### src/rtl/lw_pkg.sv
package lw_pkg;
  typedef enum logic [1:0] {
    WR_PERIOD = 2'd0,
    WR_HEAD   = 2'd1,
    WR_LINK   = 2'd2
  } wr_kind_e;
endpackage

### src/rtl/lw_timer.sv
// Per-group period counter: accumulates CLK_NS each clock, pulses expire when
// the next step would reach the programmed period in nanoseconds.
module lw_timer #(
  parameter int PERIOD_W = 24,
  parameter int CLK_NS   = 4
) (
  input  logic                clk,
  input  logic                rst,
  input  logic                per_we,
  input  logic [PERIOD_W-1:0] per_val,
  output logic                expire
);
  localparam logic [PERIOD_W:0] STEP = (PERIOD_W+1)'(CLK_NS);

  logic [PERIOD_W-1:0] per_q;
  logic [PERIOD_W-1:0] cnt;

  assign expire = !per_we && (per_q != '0) &&
                  (({1'b0, cnt} + STEP) >= {1'b0, per_q});

  always_ff @(posedge clk) begin
    if (rst) begin
      per_q <= '0;
      cnt   <= '0;
    end else if (per_we) begin
      per_q <= per_val;
      cnt   <= '0;
    end else if (per_q == '0 || expire) begin
      cnt <= '0;
    end else begin
      cnt <= cnt + PERIOD_W'(CLK_NS);
    end
  end

  assert_cnt_below_period_R3: assert property (@(posedge clk) disable iff (rst)
    (per_q != '0) |-> (cnt < per_q));
  assert_zero_period_idle_R2: assert property (@(posedge clk) disable iff (rst)
    (per_q == '0) |=> (cnt == '0));
endmodule

### src/rtl/lw_link_ram.sv
// Next-link table, one entry per element; asynchronous read so the walker
// can advance one element per clock.
module lw_link_ram #(
  parameter int DEPTH = 64,
  parameter int W     = 6
) (
  input  logic         clk,
  input  logic         we,
  input  logic [W-1:0] waddr,
  input  logic [W-1:0] wdata,
  input  logic [W-1:0] raddr,
  output logic [W-1:0] rdata
);
  logic [W-1:0] mem [DEPTH];

  always_ff @(posedge clk) begin
    if (we) mem[waddr] <= wdata;
  end

  assign rdata = mem[raddr];
endmodule

### src/rtl/lw_walker.sv
// Latches group expiries, grants the lowest pending group, and follows its list.
module lw_walker #(
  parameter int NUM_GROUPS = 4,
  parameter int NUM_ELEMS  = 64,
  parameter int IDX_W      = 6,
  parameter int GRP_W      = 2
) (
  input  logic                                clk,
  input  logic                                rst,
  input  logic [NUM_GROUPS-1:0]               expire,
  input  logic                                per_we,
  input  logic [GRP_W-1:0]                    per_grp,
  input  logic [NUM_GROUPS-1:0][IDX_W-1:0]    heads,
  output logic [IDX_W-1:0]                    link_raddr,
  input  logic [IDX_W-1:0]                    link_rdata,
  output logic                                leak_vld,
  output logic [IDX_W-1:0]                    leak_idx,
  output logic [GRP_W-1:0]                    leak_grp
);
  localparam int SW = $clog2(NUM_ELEMS + 1);

  logic [NUM_GROUPS-1:0] pend, wr_clr, pend_av, start_clr;
  logic                  busy, any_pend, abort_walk;
  logic [GRP_W-1:0]      act_grp, sel;
  logic [IDX_W-1:0]      cur;
  logic [SW-1:0]         steps;

  assign wr_clr  = per_we ? (NUM_GROUPS'(1) << per_grp) : '0;
  assign pend_av = pend & ~wr_clr;

  always_comb begin
    sel      = '0;
    any_pend = 1'b0;
    for (int g = NUM_GROUPS - 1; g >= 0; g--) begin
      if (pend_av[g]) begin
        sel      = GRP_W'(g);
        any_pend = 1'b1;
      end
    end
  end

  assign start_clr  = (!busy && any_pend) ? (NUM_GROUPS'(1) << sel) : '0;
  assign abort_walk = busy && per_we && (per_grp == act_grp);
  assign link_raddr = cur;

  always_ff @(posedge clk) begin
    if (rst) begin
      pend     <= '0;
      busy     <= 1'b0;
      cur      <= '0;
      act_grp  <= '0;
      steps    <= '0;
      leak_vld <= 1'b0;
      leak_idx <= '0;
      leak_grp <= '0;
    end else begin
      pend     <= (pend & ~start_clr & ~wr_clr) | expire;
      leak_vld <= 1'b0;
      if (!busy) begin
        if (any_pend) begin
          busy    <= 1'b1;
          cur     <= heads[sel];
          act_grp <= sel;
          steps   <= '0;
        end
      end else if (abort_walk) begin
        busy <= 1'b0;
      end else begin
        leak_vld <= 1'b1;
        leak_idx <= cur;
        leak_grp <= act_grp;
        steps    <= steps + 1'b1;
        if (link_rdata == cur || steps == SW'(NUM_ELEMS - 1)) busy <= 1'b0;
        else cur <= link_rdata;
      end
    end
  end

  assert_abort_silences_R7: assert property (@(posedge clk) disable iff (rst)
    abort_walk |=> !leak_vld);
  assert_pulse_from_walk_R4: assert property (@(posedge clk) disable iff (rst)
    leak_vld |-> $past(busy));
  assert_walk_bound_R8: assert property (@(posedge clk) disable iff (rst)
    steps <= SW'(NUM_ELEMS));
  assert_group_steady_R5: assert property (@(posedge clk) disable iff (rst)
    (leak_vld && $past(leak_vld)) |-> (leak_grp == $past(leak_grp)));
endmodule

### src/rtl/leak_walker.sv
module leak_walker #(
  parameter int NUM_GROUPS = 4,
  parameter int NUM_ELEMS  = 64,
  parameter int PERIOD_W   = 24,
  parameter int CLK_NS     = 4,
  localparam int IDX_W  = (NUM_ELEMS > 1) ? $clog2(NUM_ELEMS) : 1,
  localparam int GRP_W  = (NUM_GROUPS > 1) ? $clog2(NUM_GROUPS) : 1,
  localparam int ADDR_W = (IDX_W > GRP_W) ? IDX_W : GRP_W
) (
  input  logic                clk,
  input  logic                rst,
  input  logic                wr_en,
  input  logic [1:0]          wr_kind,
  input  logic [ADDR_W-1:0]   wr_addr,
  input  logic [PERIOD_W-1:0] wr_data,
  output logic                leak_vld,
  output logic [IDX_W-1:0]    leak_idx,
  output logic [GRP_W-1:0]    leak_grp
);
  import lw_pkg::*;

  logic                             per_we, head_we, link_we;
  logic [GRP_W-1:0]                 wr_grp;
  logic [NUM_GROUPS-1:0]            expire;
  logic [NUM_GROUPS-1:0][IDX_W-1:0] heads;
  logic [IDX_W-1:0]                 link_raddr, link_rdata;
  logic                             unused_bits;

  assign per_we      = wr_en && (wr_kind == WR_PERIOD);
  assign head_we     = wr_en && (wr_kind == WR_HEAD);
  assign link_we     = wr_en && (wr_kind == WR_LINK);
  assign wr_grp      = wr_addr[GRP_W-1:0];
  assign unused_bits = ^{wr_addr, wr_data};

  for (genvar g = 0; g < NUM_GROUPS; g++) begin : g_grp
    lw_timer #(.PERIOD_W(PERIOD_W), .CLK_NS(CLK_NS)) u_timer (
      .clk    (clk),
      .rst    (rst),
      .per_we (per_we && (wr_grp == GRP_W'(g))),
      .per_val(wr_data),
      .expire (expire[g])
    );

    always_ff @(posedge clk) begin
      if (rst) heads[g] <= '0;
      else if (head_we && (wr_grp == GRP_W'(g))) heads[g] <= wr_data[IDX_W-1:0];
    end
  end

  lw_link_ram #(.DEPTH(NUM_ELEMS), .W(IDX_W)) u_links (
    .clk  (clk),
    .we   (link_we),
    .waddr(wr_addr[IDX_W-1:0]),
    .wdata(wr_data[IDX_W-1:0]),
    .raddr(link_raddr),
    .rdata(link_rdata)
  );

  lw_walker #(.NUM_GROUPS(NUM_GROUPS), .NUM_ELEMS(NUM_ELEMS),
              .IDX_W(IDX_W), .GRP_W(GRP_W)) u_walker (
    .clk       (clk),
    .rst       (rst),
    .expire    (expire),
    .per_we    (per_we),
    .per_grp   (wr_grp),
    .heads     (heads),
    .link_raddr(link_raddr),
    .link_rdata(link_rdata),
    .leak_vld  (leak_vld),
    .leak_idx  (leak_idx),
    .leak_grp  (leak_grp)
  );
endmodule

### config.mk
export PLATFORM = sky130hd
export DESIGN_NAME = leak_walker
export DESIGN_NICKNAME = d
export VERILOG_FILES = /design/src/rtl/lw_pkg.sv /design/src/rtl/lw_timer.sv /design/src/rtl/lw_link_ram.sv /design/src/rtl/lw_walker.sv /design/src/rtl/leak_walker.sv
export SDC_FILE = /design/constraint.sdc
export NUM_CORES = 1
export LEC_CHECK = 0
export BUFFER_PORTS_ARGS = -buffer_cell sky130_fd_sc_hd__buf_2
export CELL_PAD_IN_SITES_DETAIL_PLACEMENT = 1
export CELL_PAD_IN_SITES_GLOBAL_PLACEMENT = 2
export CORE_UTILIZATION = 48
export CTS_CLUSTER_DIAMETER = 120
export DETAILED_ROUTE_END_ITERATION = 7
export PLACE_DENSITY_LB_ADDON = 0.2
export SYNTH_ARGS = -nofsm -noshare
export SYNTH_HDL_FRONTEND = slang
export SYNTH_SLANG_ARGS = --single-unit
### constraint.sdc
create_clock -name clk -period 5 [get_ports clk]
set_input_delay 1 -clock clk [delete_from_list [all_inputs] [get_ports clk]]
set_output_delay 1 -clock clk [all_outputs]
set_load 0.02 [all_outputs]
==> run summary, run 1 <==
status - finished clean
Num CTS Buffers - 70
Critical Path RT - 5.53 ns
CTS tree - yes
r2r worst-path depth - 18
R2R Path End - g_grp[1].u_timer.cnt[20]
Util after Layout - 54.5%
register area - 16400 sq um
fill count - 5684
Cells after Synth - 2257
synthesis-to-finish area growth - 11.8%
Finish-stage setup viols - 0
I/O pins - 44
vias in the first global route - 19460
clk root buf - clkbuf_16
RSZ-0062 raised after global routing - no
clk_skew - 0.0310 ns
multi-input logic area - 10200 sq um
dominant cell type by area after synthesis - edfxtp_1
peak supply drop - 363 uV
Sequential Power Share - 44.2%
Clock power frac - 38.9%
sequential fraction of the synthesis area - 59.5%
Initial Utilization - 48.8%
critical path type - flop to flop
Worst Hold Class - flop to flop
clk sinks - 627
Clk pin slew, worst setup/hold paths - 0.06 ns
1st-iter DRT viols - 1254
Hold Vio Cnt, Final - 0
Core Rows - 87
die area - 58400 sq um
Nets - 2434
Worst-Skew Late Latency - 0.62 ns
# diodes - 0
vias per inst - 5.86
Int Pwr - 0.00938 W
post_cts resized - 0
DR pass1 iterations - 5
Main synth FF type - edfxtp_1
setup slack, reg-to-reg - 1.03 ns
min-delay src - u_walker.leak_grp[0]
dpl hpwl - 52100 um
final max-slew violation count - 0
drc violations - 0
Worst-Margin Slew - 0.929 ns
ratio of cells with drive above 1 in the final layout - 12.1%
Worst setup SP type - flop
most frequent cell after synthesis - edfxtp_1
minimum clock period - 3.97 ns
top cells by area, synth - edfxtp_1 (42%), dfxtp_1 (18%), mux4_2 (7.1%), ha_1 (4.2%), nand2_1 (4.1%)
syn_nets - 2385
Vias - 18247
Post-Syn Area - 27600 sq um
Global Route Usage Sum - 26.5%
core area - 56500 sq um
Cell variety after synth - 69
Tcrit/Tclk final - 79.4%
syn avg cell area - 12.2 sq um
worst hold path depth - 2
WL final - 76600 um
post-synth top area share - 41.9%
Worst EP arrival - 4.50 ns
antenna violations before repair - 0
Combinational Power Share - 16.9%
H-tree depth - 3
CP Max Fanout - 22
Port Buffers - 43
#FFs+latches synth - 627
Syn. warnings - 0
first-pass GRT wire length - 117000 um
reg2reg start - g_grp[1].u_timer.cnt[2]
gr ovfl total - 0
Post-synth ARST share - 0%
pin count of the biggest net entering global routing - 73
Wirelength per Cell - 24.6 um
Post-synth EDFFs - 384
Post-synth top cells - edfxtp_1 (384), nand2_1 (300), dfxtp_1 (243)
crit end category - flop
power per cell area - 424 nW/um^2
Max Freq - 252 MHz
leakage - 10.5 nW
hold_buf cts - 0
Hold EP - u_walker.leak_grp[0]
Die Y - 242 um
Post-CTS Setup Inserts - 0
CTS Buffer Depth - 3
Die W - 242 um
total negative slack - 0 ns
worst rel slew slack - 38.1%
Switch Pwr - 0.00369 W
final antenna-violating net count - 0
GPL Wtd Cong - 0.861
max-cap violations - 0
switching share of power - 28.3%
==> cell usage in the layout (no fill, tap or decap), types with 18 or more instances in the layout <==
master	synthesis	final
xor2_1	43	43
dfxtp_1	243	241
a21oi_1	144	144
nand3_1	67	67
nor2b_1	51	51
inv_1	115	115
mux2i_1	47	47
nor4_1	29	29
nor3_1	26	26
o21a_1	18	18
a21o_1	24	24
ha_1	93	93
clkbuf_16	0	71
mux4_2	87	87
edfxtp_1	384	384
buf_2	12	42
buf_4	7	38
and3_1	22	22
o21ai_0	35	33
nor4b_1	31	31
nand4_1	30	30
clkbuf_1	75	22
nor2_1	165	164
xnor2_1	54	54
nand2_1	300	300
==> logic make-up after synthesis <==
| family | synth area share (%) |
|---|---|
| compound gates | 7.21 |
| fa+ha+maj | 4.22 |
| flops | 59.5 |
| xor+xnor | 3.08 |
| mux | 9.41 |
| simple gates | 13.2 |
| buf+inv | 3.38 |
==> cell type report <==
cell class | count | area share, %
clock inverter | 29 | 1.13
timing repair buffer | 81 | 1.67
multi-input combinational | 1408 | 33.2
sequential | 627 | 53.2
tap | 756 | 3.07
inverter | 118 | 1.44
clock buffer | 97 | 6.21
==> per-stage QoR <==
step	instance area, sq um	std cells	power [W]	setup WS [ns]	hold slack [ns]
after floorplan	27600	2257	0.00732	1.68	0.437
after global placement	28500	2990	0.00803	1.24	0.446
after detailed placement	28500	2990	0.00808	1.06	0.465
after CTS	30800	3116	0.0132	1.06	0.473
after global routing	30800	3116	0.0135	0.673	0.498
final	30800	3116	0.0131	1.03	0.470
==> power by group through the flow <==
stage | registers (W) | clock network [W] | logic, W
4_1_cts | 0.00578 | 0.00518 | 0.00221
2_1_floorplan | 0.00572 | 0 | 0.00160
3_3_place_gp | 0.00589 | 0 | 0.00214
6_report | 0.00578 | 0.00508 | 0.00221
3_5_place_dp | 0.00589 | 0 | 0.00219
5_1_grt | 0.00580 | 0.00535 | 0.00234
==> metal layers <==
layer,up-vias,global-route usage (%),part of all wire (%)
met5,-,0,0
met2,466,47.2,51
met4,0,8.86,3.2
met1,9285,32.6,41
met3,161,4.04,4.2
li1,8335,-,-
==> worst max-delay path: stages (launching register included) <==
cell and delay (ns):
dfxtp_1 0.41, ha_1 0.22, nand3_1 0.14, nor3_1 0.32
nand4_1 0.14, nor2_1 0.29, and3_1 0.24, xor2_1 0.20
ha_1 0.28, a21o_1 0.19, a21o_1 0.17, a21oi_1 0.22
nand2b_1 0.08, a21oi_1 0.14, o21ai_0 0.10, a21oi_1 0.22
o2111ai_1 0.13, buf_4 0.25, nor2b_1 0.14
==> state kept, by name (all words and copies together), names as in the netlist, named ones only <==
| signal | flops |
|---|---|
| u_links.mem | 384 |
| g_grp.u_timer.per_q | 96 |
| g_grp.u_timer.cnt | 88 |
| heads | 24 |
| u_walker.steps | 7 |
| u_walker.leak_idx | 6 |
| u_walker.link_raddr | 6 |
| u_walker.pend | 4 |
| u_walker.act_grp | 2 |
| u_walker.leak_grp | 2 |
| u_walker.busy | 1 |
| u_walker.leak_vld | 1 |
==> worst max path at each step <==
stage	depth (start not counted)	from	end	slack (ns)
3_3_place_gp	10	wr_kind[0]	flop	1.24
4_1_cts	18	g_grp[1].u_timer.cnt[2]	g_grp[1].u_timer.cnt[7]	1.06
2_1_floorplan	14	g_grp[3].u_timer.cnt[2]	g_grp[3].u_timer.cnt[21]	1.68
5_1_grt	18	g_grp[1].u_timer.cnt[2]	g_grp[1].u_timer.cnt[7]	0.67
6_report	18	g_grp[1].u_timer.cnt[2]	g_grp[1].u_timer.cnt[20]	1.03
3_5_place_dp	18	g_grp[1].u_timer.cnt[2]	g_grp[1].u_timer.cnt[20]	1.06
Note: power is estimated with default switching activity, not from simulation.
==> inputs of run 2 (changes only) <==
--- a/config.mk
+++ b/config.mk
@@ -5,10 +5,11 @@
 export SDC_FILE = /design/constraint.sdc
 export NUM_CORES = 1
 export LEC_CHECK = 0
+export ABC_AREA = 1
 export BUFFER_PORTS_ARGS = -buffer_cell sky130_fd_sc_hd__buf_2
 export CELL_PAD_IN_SITES_DETAIL_PLACEMENT = 1
 export CELL_PAD_IN_SITES_GLOBAL_PLACEMENT = 2
-export CORE_UTILIZATION = 48
+export CORE_UTILIZATION = 40
 export CTS_CLUSTER_DIAMETER = 120
 export DETAILED_ROUTE_END_ITERATION = 7
 export PLACE_DENSITY_LB_ADDON = 0.2
==> constraint.sdc (replaced) <==
create_clock -name clk -period 3.9 [get_ports clk]
set_input_delay 0.78 -clock clk [delete_from_list [all_inputs] [get_ports clk]]
set_output_delay 0.78 -clock clk [all_outputs]
set_load 0.02 [all_outputs]
==> run summary, run 2 <==
Largest regs - u_links.mem x384, g_grp.u_timer.per_q x96, g_grp.u_timer.cnt x88 (unchanged)
Crit-path slowest cell - dfxtp_1 (unchanged)
most common cell after layout, fill and taps aside - nand2_1 (was edfxtp_1)
top cells by area, synth - edfxtp_1 (41%), dfxtp_1 (17%), nand2_1 (9.0%), nand3_1 (7.2%), ha_1 (4.2%) (was edfxtp_1 (42%), dfxtp_1 (18%), mux4_2 (7.1%), ha_1 (4.2%), nand2_1 (4.1%))
vias per inst - 5.23 (was 5.86)
Cells after Synth - 3040 (was 2257)
GR Util met2 - 41.6% (was 47.2%)
synthesis-to-finish area growth - 15.1% (was 11.8%)
CP Launch Point - g_grp[3].u_timer.cnt[2] (was g_grp[1].u_timer.cnt[2])
Finish-stage setup viols - 0 (unchanged)
most frequent cells in the layout - nand2_1 (672), nand3_1 (402), edfxtp_1 (384) (was edfxtp_1 (384), nand2_1 (300), dfxtp_1 (241))
GR met3 Demand/Resource - 3.69% (was 4.04%)
Num CTS Buffers - 73 (was 70)
r2r worst-path depth - 21 (was 18)
status - finished clean (unchanged)
clk root buf - clkbuf_16 (unchanged)
clk_skew - 0.0259 ns (was 0.0310 ns)
drc violations - 0 (unchanged)
Die W - 266 um (was 242 um)
Wirelength per Cell - 20.2 um (was 24.6 um)
met1 usage - 28.9% (was 32.6%)
Critical Path RT - 4.40 ns (was 5.53 ns)
core area - 68800 sq um (was 56500 sq um)
Post-synth top cells - nand2_1 (672), nand3_1 (404), edfxtp_1 (384) (was edfxtp_1 (384), nand2_1 (300), dfxtp_1 (243))
Tcrit/Tclk final - 90.9% (was 79.4%)
ratio of cells with drive above 1 in the final layout - 9.23% (was 12.1%)
most frequent cell after synthesis - nand2_1 (was edfxtp_1)
die area - 70800 sq um (was 58400 sq um)
I/O pins - 44 (unchanged)
Critical Path Max Stage Delay - 0.36 ns (was 0.41 ns)
Main synth FF type - edfxtp_1 (unchanged)
largest register by flop count - u_links.mem (unchanged)
CP Max Fanout - 22 (unchanged)
Worst-Margin Slew - 0.994 ns (was 0.929 ns)
Design Area, Final - 32100 sq um (was 30800 sq um)
CP dominant cell by count - nand3_1 (was a21oi_1)
DP Area - 29600 sq um (was 28500 sq um)
first-pass GRT wire length - 129000 um (was 117000 um)
Clk pin slew, worst setup/hold paths - 0.06 ns (about the same)
#FFs+latches synth - 627 (unchanged)
Post-Syn Area - 27900 sq um (was 27600 sq um)
Syn. warnings - 0 (unchanged)
CTS Buffer Depth - 3 (unchanged)
leakage - 12.7 nW (was 10.5 nW)
1st-iter DRT viols - 1244 (was 1254)
syn_nets - 3168 (was 2385)
Worst-Skew Late Latency - 0.62 ns (about the same)
Initial Utilization - 40.5% (was 48.8%)
H-tree depth - 3 (unchanged)
dominant cell type by area after synthesis - edfxtp_1 (unchanged)
Post-synth EDFFs - 384 (unchanged)
power per cell area - 553 nW/um^2 (was 424 nW/um^2)
sequential fraction of the synthesis area - 58.8% (was 59.5%)
Port Buffers - 43 (unchanged)
peak supply drop - 297 uV (was 363 uV)
Worst EP arrival - 4.04 ns (was 4.50 ns)
dpl hpwl - 56700 um (was 52100 um)
critical path type - flop to flop (unchanged)
Max Freq - 282 MHz (was 252 MHz)
Hold Vio Cnt, Final - 0 (unchanged)
Nets - 3268 (was 2434)
Util after Layout - 46.7% (was 54.5%)
crit end category - flop (unchanged)
fill count - 7830 (was 5684)
min-delay src - wr_data[3] (was u_walker.leak_grp[0])
pin count of the biggest net entering global routing - 117 (was 73)
syn avg cell area - 9.18 sq um (was 12.2 sq um)
Worst setup SP type - flop (unchanged)
worst hold path depth - 1 (was 2)
gr ovfl total - 0 (unchanged)
max-cap violations - 0 (unchanged)
Die Y - 266 um (was 242 um)
busiest grt layer - met2 (unchanged)
reg2reg start - g_grp[3].u_timer.cnt[2] (was g_grp[1].u_timer.cnt[2])
antenna violations before repair - 3 (was 0)
max FFs per register - 384 (unchanged)
Vias - 21597 (was 18247)
worst path cell trace - inv_1, nor2_2, nand4_1, nor2_1, inv_1, nor3_4, nand3_1, nor2_2, and3_2, nand3_1, xor2_1, inv_1, ha_1, nand4_1, nor3_2, nand3_1, nand3_1, nand3_1, nand4_1, buf_12, nor2_1 (was ha_1, nand3_1, nor3_1, nand4_1, nor2_1, and3_1, xor2_1, ha_1, a21o_1, a21o_1, a21oi_1, nand2b_1, a21oi_1, o21ai_0, a21oi_1, o2111ai_1, buf_4, nor2b_1)
clk sinks - 627 (unchanged)
WL final - 83500 um (was 76600 um)
Core Rows - 96 (was 87)
GPL Wtd Cong - 0.832 (was 0.861)
Cell variety after synth - 36 (was 69)
Post-synth ARST share - 0% (unchanged)
CTS tree - yes (unchanged)
DR pass1 iterations - 5 (unchanged)
worst rel slew slack - 33.7% (was 38.1%)
minimum clock period - 3.54 ns (was 3.97 ns)
Global Route Usage Sum - 23.6% (was 26.5%)
vias in the first global route - 22741 (was 19460)
Worst Hold Class - input port to flop (was flop to flop)
final antenna-violating net count - 0 (unchanged)
setup slack, reg-to-reg - 0.36 ns (was 1.03 ns)
post-synth top area share - 41.3% (was 41.9%)
final max-slew violation count - 0 (unchanged)
run 2: changes by cell type in the layout (fill, tap and decap cells not counted), moves of 58 or more:
cell,previous run,this run
buf_4,38,96
inv_1,115,288
mux4_2,87,0
nand2_1,300,672
nand3_1,67,402
nor2_1,164,295
o21ai_0,33,148
run 2: repair_timing:
| item | 4_1_cts | 5_1_grt |
|---|---|---|
| hold buffers | 0 | 0 |
| setup buffers | 0 | 3 |
| resized for setup | 0 | 30 |
| endpoints found under the setup margin | 0 | 90 |
run 2: final cells by class:
class / instances / area [sq um] / area share [%]
multi-input cells: 1995 / 9960 / 31.0
clock buffers: 100 / 2050 / 6.39
well taps: 931 / 1160 / 3.63
diodes: 1 / 2.50 / 0.00779
repair buffers: 152 / 1180 / 3.67
inverters: 291 / 1100 / 3.41
clock inverters: 31 / 249 / 0.775
flip-flops and latches: 627 / 16400 / 51.1
run 2: worst paths after layout:
kind | end
worst max-delay path | g_grp[3].u_timer.cnt[23]
worst min-delay path | u_links.mem[58][3]
worst max register to register | g_grp[3].u_timer.cnt[23]
worst min register to register | g_grp[2].u_timer.cnt[2]
run 2: report_power, final:
group	internal [W]	total [W]	switching, W	leakage [nW]
sequential	0.00719	0.00731	0.000128	5.42
clock	0.00388	0.00666	0.00278	1.13
combinational	0.00106	0.00378	0.00273	6.11
run 2: stage by stage:
stage                     total power, W  TNS, ns  cells  hold slack (ns)  setup WS (ns)
after floorplan                  0.00982        0   3040            0.417          0.515
after global placement            0.0111        0   3991            0.425          0.240
after detailed placement          0.0112        0   3991            0.439         0.0943
after CTS                         0.0179        0   4122            0.349         0.0244
after global routing              0.0186   -0.419   4127            0.374        -0.0735
final                             0.0178        0   4128            0.379          0.356
run 2: per-layer routing:
| metal | wire length, um | part of all wire (%) | vias to the layer above |
|---|---|---|---|
| li1 | - | - | 10463 |
| met1 | 35600 | 43 | 10595 |
| met2 | 41500 | 50 | 373 |
| met3 | 3460 | 4.1 | 162 |
| met4 | 2910 | 3.5 | 4 |
| met5 | 29 | 0.035 | - |
run 2: logic make-up after synthesis:
| family | share of synthesized area (%) |
|---|---|
| xor gates and xnor gates | 1.63 |
| buffers and inverters | 6.01 |
| AOI/OAI and AO/OA | 6.40 |
| DFF | 58.8 |
| and+or+nand+nor | 23.0 |
| adders and majority gates | 4.17 |
run 2: worst max-delay path, delay by kind of cell (launching register included):
family / cells / cell delay, ns
XOR/XNOR: 1 / 0.21
AND/OR/NAND/NOR: 15 / 2.10
flip-flops: 1 / 0.36
adder cells (fa/ha/maj): 1 / 0.30
buffers and inverters: 4 / 0.46
==> inputs of run 3 (changes only) <==
--- a/config.mk
+++ b/config.mk
@@ -9,10 +9,10 @@
 export BUFFER_PORTS_ARGS = -buffer_cell sky130_fd_sc_hd__buf_2
 export CELL_PAD_IN_SITES_DETAIL_PLACEMENT = 1
 export CELL_PAD_IN_SITES_GLOBAL_PLACEMENT = 2
-export CORE_UTILIZATION = 40
+export CORE_UTILIZATION = 36
 export CTS_CLUSTER_DIAMETER = 120
 export DETAILED_ROUTE_END_ITERATION = 7
-export PLACE_DENSITY_LB_ADDON = 0.2
+export PLACE_DENSITY = 0.8
 export SYNTH_ARGS = -nofsm -noshare
 export SYNTH_HDL_FRONTEND = slang
 export SYNTH_SLANG_ARGS = --single-unit
==> constraint.sdc (replaced) <==
create_clock -name clk -period 2.8 [get_ports clk]
set_input_delay 0.56 -clock clk [delete_from_list [all_inputs] [get_ports clk]]
set_output_delay 0.56 -clock clk [all_outputs]
set_load 0.02 [all_outputs]
==> run summary, run 3 (same netlist as run 2, synthesis figures left out) <==
clk sinks - 627 (unchanged)
core area - 76300 sq um (was 68800 sq um)
Worst setup SP type - flop (unchanged)
synthesis-to-finish area growth - 24.1% (was 15.1%)
CP dominant cell by count - nor2_2 (was nand3_1)
Global Route Usage Sum - 22.0% (was 23.6%)
CP Max Fanout - 6 (was 22)
Critical Path RT - 3.33 ns (was 4.40 ns)
final max-slew violation count - 0 (unchanged)
status - complete, but fails checks (was finished clean)
clk_skew - 0.0254 ns (was 0.0259 ns)
worst hold slack - 0.352 ns (was 0.379 ns)
CP Launch Point - g_grp[0].u_timer.cnt[3] (was g_grp[3].u_timer.cnt[2])
reg2reg start - g_grp[0].u_timer.cnt[3] (was g_grp[3].u_timer.cnt[2])
clk root buf - clkbuf_16 (unchanged)
Overall Power - 0.0257 W (was 0.0178 W)
I/O pins - 44 (unchanged)
RSZ-0062 raised after global routing - yes
first-pass GRT wire length - 135000 um (was 129000 um)
Largest regs - u_links.mem x384, g_grp.u_timer.per_q x96, g_grp.u_timer.cnt x88 (unchanged)
vias per inst - 5.12 (was 5.23)
max-cap violations - 0 (unchanged)
Num CTS Buffers - 72 (was 73)
Worst EP arrival - 4.05 ns (was 4.04 ns)
Worst-Margin Slew - 0.840 ns (was 0.994 ns)
max FFs per register - 384 (unchanged)
worst path cell trace - ha_4, nand2_4, nor2_4, inv_2, nor2_2, inv_2, nor3_4, buf_6, nand3_4, nor3_4, nand4_1, inv_2, nor2_4, nor2_4, ha_4, a21oi_2, o21a_1, nor2_2, nor2_2, nand3_2, nor2_2, nand2_2, buf_12, nor3_4 (was inv_1, nor2_2, nand4_1, nor2_1, inv_1, nor3_4, nand3_1, nor2_2, and3_2, nand3_1, xor2_1, inv_1, ha_1, nand4_1, nor3_2, nand3_1, nand3_1, nand3_1, nand4_1, buf_12, nor2_1)
largest register by flop count - u_links.mem (unchanged)
WL final - 87300 um (was 83500 um)
CTS tree - yes (unchanged)
pin count of the biggest net entering global routing - 73 (was 117)
Die W - 280 um (was 266 um)
crit end category - flop (unchanged)
Nets - 3403 (was 3268)
H-tree depth - 3 (unchanged)
peak supply drop - 396 uV (was 297 uV)
die area - 78600 sq um (was 70800 sq um)
Worst-Skew Late Latency - 0.62 ns (about the same)
leakage - 13.5 nW (was 12.7 nW)
antenna violations before repair - 2 (was 3)
most frequent cells in the layout - nand2_1 (665), edfxtp_1 (384), nand3_1 (382) (was nand2_1 (672), nand3_1 (402), edfxtp_1 (384))
1st-iter DRT viols - 1231 (was 1244)
Critical Path Max Stage Delay - 0.36 ns (about the same)
DR pass1 iterations - 7 (was 5)
vias in the first global route - 23902 (was 22741)
# diodes - 0 (was 1)
Initial Utilization - 36.6% (was 40.5%)
buffers and inverters on the worst path - 5 (was 4)
drc violations - 0 (unchanged)
Tcrit/Tclk final - 126% (was 90.9%)
Clk pin slew, worst setup/hold paths - 0.06 ns (about the same)
Wirelength per Cell - 20.0 um (was 20.2 um)
Hold Vio Cnt, Final - 0 (unchanged)
Core Rows - 101 (was 96)
Die Y - 280 um (was 266 um)
power per cell area - 744 nW/um^2 (was 553 nW/um^2)
min-delay src - wr_data[18] (was wr_data[3])
Crit-path slowest cell - dfxtp_2 (was dfxtp_1)
failing checks - negative setup slack
Util after Layout - 45.4% (was 46.7%)
Worst Hold Class - input port to flop (unchanged)
Max Freq - 284 MHz (was 282 MHz)
most common cell after layout, fill and taps aside - nand2_1 (unchanged)
Vias - 22322 (was 21597)
CP delay by family, top - simple AND/OR/NAND/NOR gates (unchanged)
post-route worst setup slack - -0.722 ns (was 0.356 ns)
worst rel slew slack - 44.0% (was 33.7%)
DP Area - 30500 sq um (was 29600 sq um)
gr ovfl total - 0 (unchanged)
Finish-stage setup viols - 92 (was 0)
CTS Buffer Depth - 3 (unchanged)
minimum clock period - 3.52 ns (was 3.54 ns)
critical path type - flop to flop (unchanged)
Design Area, Final - 34600 sq um (was 32100 sq um)
final antenna-violating net count - 0 (unchanged)
dpl hpwl - 56600 um (was 56700 um)
ratio of cells with drive above 1 in the final layout - 18.2% (was 9.23%)
GPL Wtd Cong - 0.840 (was 0.832)
Port Buffers - 43 (unchanged)
==> run 3: worst register-to-register path: stages (launching register included) <==
cell     delay (ns)
dfxtp_2        0.36
ha_4           0.15
nand2_4        0.06
nor2_4         0.10
inv_2          0.04
nor2_2         0.11
inv_2          0.06
nor3_4         0.20
buf_6          0.14
nand3_4        0.08
nor3_4         0.19
nand4_1        0.18
inv_2          0.12
nor2_4         0.05
nor2_4         0.14
ha_4           0.22
a21oi_2        0.13
o21a_1         0.16
nor2_2         0.05
nor2_2         0.16
nand3_2        0.10
nor2_2         0.14
nand2_2        0.13
buf_12         0.21
nor3_4         0.17
==> run 3: final timing paths <==
path                                                   end  depth (start not counted)  slack [ns]
worst min register to register     g_grp[1].u_timer.cnt[2]                          1        0.44
worst max-delay path               g_grp[0].u_timer.cnt[4]                         24       -0.72
worst max register to register     g_grp[0].u_timer.cnt[4]                         24       -0.72
worst min-delay path            g_grp[2].u_timer.per_q[18]                          3        0.35
==> run 3: routing by layer <==
metal | track usage [%] | wire length, um | up-vias | part of all wire [%]
met2 | 39.7 | 44900 | 369 | 51
li1 | - | - | 10742 | -
met5 | 0 | 12 | - | 0.014
met3 | 2.77 | 3130 | 139 | 3.6
met1 | 27.2 | 37300 | 11070 | 43
met4 | 6.92 | 2020 | 2 | 2.3
==> run 3: power breakdown <==
group          internal, W  total [W]  switching, W
Sequential          0.0100     0.0102      0.000198
Clock              0.00560    0.00957       0.00398
Combinational      0.00200    0.00596       0.00397
==> run 3: layout make-up <==
cell class              instances  area [sq um]
clock buffers                  90          1970
clock inverters                43           423
fillers                      8728         41700
inverters                     291          1100
multi-input cells            1999         10900
flip-flops and latches        627         16400
well taps                    1030          1290
repair buffers                284          2490
==> run 3: timing repair <==
action / 4_1_cts / 5_1_grt
pin swaps: 20 / 39
setup buffers: 59 / 15
setup endpoints to repair: 92 / 104
hold buffers: 0 / 0
gates resized for setup: 114 / 129
cloned: 10 / 4
==> run 3: through the flow <==
stage	setup TNS, ns	setup slack (ns)	cells
final	-47.62	-0.722	4364
after global routing	-71.60	-0.955	4364
after CTS	-39.40	-0.583	4350
after detailed placement	-45.74	-0.709	4150
after global placement	-30.91	-0.429	4150
after floorplan	-15.57	-0.260	3040
